File: config.mk
export PLATFORM = sky130hd
export DESIGN_NAME = pc_seq_unit
export DESIGN_NICKNAME = d
export VERILOG_FILES = /design/src/rtl/pc_seq_unit.sv
export SDC_FILE = /design/constraint.sdc
export NUM_CORES = 1
export LEC_CHECK = 0
export CAP_MARGIN = 10
export CORE_ASPECT_RATIO = 0.6
export CORE_MARGIN = 2
export CORE_UTILIZATION = 40
export DETAILED_ROUTE_END_ITERATION = 10
export PLACE_DENSITY_LB_ADDON = 0.2
export SYNTH_ARGS = -nofsm -noshare
export SYNTH_HDL_FRONTEND = slang
export SYNTH_SLANG_ARGS = --single-unit
export TNS_END_PERCENT = 30
File: constraint.sdc
create_clock -name clk -period 4.2 [get_ports clk]
set_input_delay 0.42 -clock clk [delete_from_list [all_inputs] [get_ports clk]]
set_output_delay 0.42 -clock clk [all_outputs]
set_load 0.02 [all_outputs]
File: src/rtl/pc_seq_unit.sv
module pc_seq_unit #(
  parameter int          XLEN     = 32,
  parameter int          IDXW     = 26,
  parameter logic [31:0] EXC_VEC  = 32'h8000_0180,
  parameter logic [31:0] RST_PC   = 32'h0000_0000
) (
  input  logic            clk,
  input  logic            rst,
  input  logic            wr_uncond,
  input  logic            wr_cond,
  input  logic            alu_zero,
  input  logic [1:0]      pc_src,
  input  logic [XLEN-1:0] alu_res,
  input  logic [XLEN-1:0] alu_out,
  input  logic [IDXW-1:0] instr_idx,
  input  logic            epc_wr,
  input  logic            cause_wr,
  input  logic            int_cause,
  output logic [XLEN-1:0] pc_q,
  output logic [XLEN-1:0] epc_q,
  output logic [XLEN-1:0] cause_q
);
  localparam int HIW = XLEN - IDXW - 2;

  logic            pc_en;
  logic [XLEN-1:0] jmp_tgt;
  logic [XLEN-1:0] pc_nxt;
  logic            cause_bit;

  assign pc_en   = wr_uncond | (wr_cond & alu_zero);
  assign jmp_tgt = {pc_q[XLEN-1 -: HIW], instr_idx, 2'b00};

  always_comb begin
    case (pc_src)
      2'b00:   pc_nxt = alu_res;
      2'b01:   pc_nxt = alu_out;
      2'b10:   pc_nxt = jmp_tgt;
      default: pc_nxt = EXC_VEC[XLEN-1:0];
    endcase
  end

  always_ff @(posedge clk) begin
    if (rst) begin
      pc_q      <= RST_PC[XLEN-1:0];
      epc_q     <= '0;
      cause_bit <= 1'b0;
    end else begin
      if (pc_en)    pc_q      <= pc_nxt;
      if (epc_wr)   epc_q     <= pc_q - XLEN'(4);
      if (cause_wr) cause_bit <= int_cause;
    end
  end

  assign cause_q = {{(XLEN-1){1'b0}}, cause_bit};

  p_hold_r2: assert property (@(posedge clk) disable iff (rst)
    !(wr_uncond | (wr_cond & alu_zero)) |=> $stable(pc_q));
  p_branch_nz_r2: assert property (@(posedge clk) disable iff (rst)
    (wr_cond && !alu_zero && !wr_uncond) |=> $stable(pc_q));
  p_vec_r6: assert property (@(posedge clk) disable iff (rst)
    (wr_uncond && pc_src == 2'b11) |=> (pc_q == EXC_VEC[XLEN-1:0]));
  p_jmp_hi_r5: assert property (@(posedge clk) disable iff (rst)
    (wr_uncond && pc_src == 2'b10) |=>
      (pc_q[XLEN-1 -: HIW] == $past(pc_q[XLEN-1 -: HIW]) && pc_q[1:0] == 2'b00));
  p_epc_r7: assert property (@(posedge clk) disable iff (rst)
    epc_wr |=> (epc_q + XLEN'(4) == $past(pc_q)));
  p_epc_hold_r7: assert property (@(posedge clk) disable iff (rst)
    !epc_wr |=> $stable(epc_q));
  p_cause_r8: assert property (@(posedge clk) disable iff (rst)
    cause_wr |=> (cause_q == {{(XLEN-1){1'b0}}, $past(int_cause)}));
  p_cause_hold_r8: assert property (@(posedge clk) disable iff (rst)
    !cause_wr |=> $stable(cause_q));
endmodule

==> flow_metrics.env <==
export IMPL_outcome="completed"
export IMPL_syn2layout_area_growth_pct=49.09
export IMPL_grt_pass1_wl_mm=17.64
export IMPL_clock_latency_ps=330
export IMPL_grt_start_max_net_pins=66
export IMPL_num_antenna_cells=0
export IMPL_layout_drive_gt1_share=0.06908
export IMPL_cts_tree="yes"
export IMPL_synth_edff_count=0
export IMPL_post_route_period_util=0.5557
export IMPL_grt_usage=0.2312
export IMPL_required_ps=4430
export IMPL_max_slew_worst_pin_slew_ps=1204
export IMPL_place_gp_congestion=0.8530
export IMPL_fin_hold_ws_ps=484.9
export IMPL_numPortBuffers=164
export IMPL_synth_seq_area_share=0.3590
export IMPL_dieArea_um2=9864
export IMPL_fin_util=0.6245
export IMPL_cts_resized=0
export IMPL_endpoint_kind="flip-flop"
export IMPL_cts_root_buf="clkbuf_16"
export IMPL_startpoint_type="flip-flop"
export IMPL_synth_top_area_share=0.3590
export IMPL_drv_slew=0
export IMPL_clk_path_buf_depth=2
export IMPL_start_util=0.4189
export IMPL_synthTopCellsByCount="91 x nor2_1, 65 x dfxtp_1, 50 x a211oi_1, 33 x nor3_1, 32 x buf_4"
export IMPL_postPlaceCellArea_um2=5140
export IMPL_fmax_mhz=428.5
export IMPL_first_global_vias=3283
export IMPL_min_period_ps=2334
export IMPL_hpwl_mm=8.924
export IMPL_grt_use_met3=0.07931
export IMPL_via_per_inst=5.149
export IMPL_setup_viol=0
export IMPL_antenna_found_initial=0
export IMPL_crit_type="flip-flop to flip-flop"
export IMPL_fillers=757
export IMPL_core_area_um2=8653
export IMPL_finalHoldViolations=0
export IMPL_clkSinkCount=65
export IMPL_skew_ps=7.218
export IMPL_drcViolationCount=0
export IMPL_path_clk_slew_ps=50
export IMPL_maxSlewHeadroom=0.1972
export IMPL_busiest_layer="met1"
export IMPL_grt_setup_unrepaired="no"
export IMPL_chipHeight_um=77.74
export IMPL_row_count=26
export IMPL_finalWirelength_mm=11.69
export IMPL_fin_area_um2=5404
export IMPL_path_max_fanout=8
export IMPL_synth_async_reset_ratio=0
export IMPL_dr_pass1_iters=4
export IMPL_yosysMostFrequentCell="nor2_1"
export IMPL_grt_use_met1=0.3315
export IMPL_p_leak_nw=2.038
export IMPL_pwr_density_cell_nw_per_um2=353.6
export IMPL_ys_top_cells_by_area="dfxtp_1 36%, a211oi_1 10%, nor2_1 9.4%"
export IMPL_yosys_area_top_type="dfxtp_1"
export IMPL_crit_arrival_ps=2560
export IMPL_cts_buffers=9
export IMPL_drv_cap=0
export IMPL_ir_drop_v=0.0002003
export IMPL_yosysUniqueCellTypes=39
export IMPL_syn_cell_area_um2=3625
export IMPL_cts_setup_buffers=0
export IMPL_netlist_instances=434
export IMPL_ys_flop_type="dfxtp_1"
export IMPL_drtIter0Drc=241
export IMPL_vias=3558
export IMPL_io_pins=196
export IMPL_avgSynthCellArea_um2=8.352
export IMPL_ant_nets=0
export IMPL_grt_use_met2=0.3183
export IMPL_fin_nets=676
export IMPL_yosys_warnings=0
export IMPL_die_w_um=126.9
export IMPL_htree_levels=3
export IMPL_grt_ovfl_total=0
export IMPL_fin_tns_setup_ps=0
export IMPL_ys_ff_latch=65
export IMPL_hold_path_class="flip-flop to flip-flop"
export IMPL_holdBufCountCts=0
export IMPL_wl_per_cell_um=16.92
-- power by group --
part	switching, W	internal (W)	total [W]
logic	0.000274	0.000253	0.000528
clock network	0.000252	0.000409	0.000661
registers	0.0000558	0.000666	0.000722
total	0.000582	0.00133	0.00191
-- area by class of cell --
class	instances	area, µm²	area share
Timing Repair Buffer	166	1642	0.3038
Tap cell	112	140.1	0.02593
Multi-Input combinational cell	328	2038	0.3772
Clock inverter	3	17.52	0.003241
Inverter	5	18.77	0.003473
Clock buffer	12	246.5	0.04561
Sequential cell	65	1301	0.2408
-- registers in the layout (all words and copies together) (netlist names) --
name and flops:
pc_q 32, epc_q 32, cause_bit 1
-- cells by family (layout without fill, tap and decap cells) --
logic type	after synthesis	after routing	synth area share
AOI/OAI and AO/OA	74	74	0.1508
xor gates and xnor gates	22	22	0.05316
adders and majority gates	1	1	0.003451
buffers and inverters	71	186	0.1115
DFF	65	65	0.3590
muxes	35	35	0.09838
other	1	31	0.001035
and+or+nand+nor	165	165	0.2226
-- layer usage --
metal | share of wire | routed length (µm)
met1 | 0.47 | 5521
met2 | 0.41 | 4809
met5 | 0 | 0
met3 | 0.094 | 1101
met4 | 0.022 | 261
-- cell usage in the layout, fill, tap and decap left out, types with 3 or more instances in the layout --
| cell type | Yosys | layout |
|---|---|---|
| clkdlybuf4s50_1 | 0 | 161 |
| nor2_1 | 91 | 91 |
| dfxtp_1 | 65 | 65 |
| a211oi_1 | 50 | 50 |
| nor3_1 | 33 | 33 |
| conb_1 | 1 | 31 |
| mux2i_1 | 30 | 30 |
| xnor2_1 | 19 | 19 |
| nand2_1 | 9 | 9 |
| clkbuf_16 | 0 | 9 |
| nor4_1 | 6 | 6 |
| a311oi_1 | 6 | 6 |
| inv_1 | 5 | 5 |
| mux2_2 | 5 | 5 |
| nor4_2 | 5 | 5 |
| a21oi_1 | 5 | 4 |
| o21ai_0 | 4 | 4 |
| nand3_1 | 4 | 4 |
| a22oi_1 | 3 | 3 |
| or3_2 | 3 | 3 |
| xor2_1 | 3 | 3 |
| buf_2 | 2 | 3 |
-- worst max-delay path, stage by stage, from the launching register on --
cell and delay (ps):
dfxtp_1 400, or4_4 600, or4_4 520, nor3_2 320, nand4_1 150, a311oi_1 250
-- worst paths after layout --
check                             start                     end  slack (ps)  cells after the start
hold reg to reg   epc_q[2]$_SDFFE_PP0P_   epc_q[2]$_SDFFE_PP0P_         480                      2
setup reg to reg  pc_q[17]$_SDFFE_PP0N_  epc_q[31]$_SDFFE_PP0P_        1870                      5
hold / removal    epc_q[2]$_SDFFE_PP0P_   epc_q[2]$_SDFFE_PP0P_         480                      2
setup / recovery  pc_q[17]$_SDFFE_PP0N_  epc_q[31]$_SDFFE_PP0P_        1870                      5
-- metrics by stage --
| stage | power [W] | worst slack [ps] | std cells |
|---|---|---|---|
| after floorplan | 0.001036 | 1990 | 464 |
| after CTS | 0.001919 | 1858 | 691 |
| final | 0.001911 | 1866 | 691 |
| after global placement | 0.001250 | 1684 | 676 |
| after global routing | 0.001987 | 1729 | 691 |
| after detailed placement | 0.001258 | 1607 | 676 |
(Power assumes the default switching activity.)
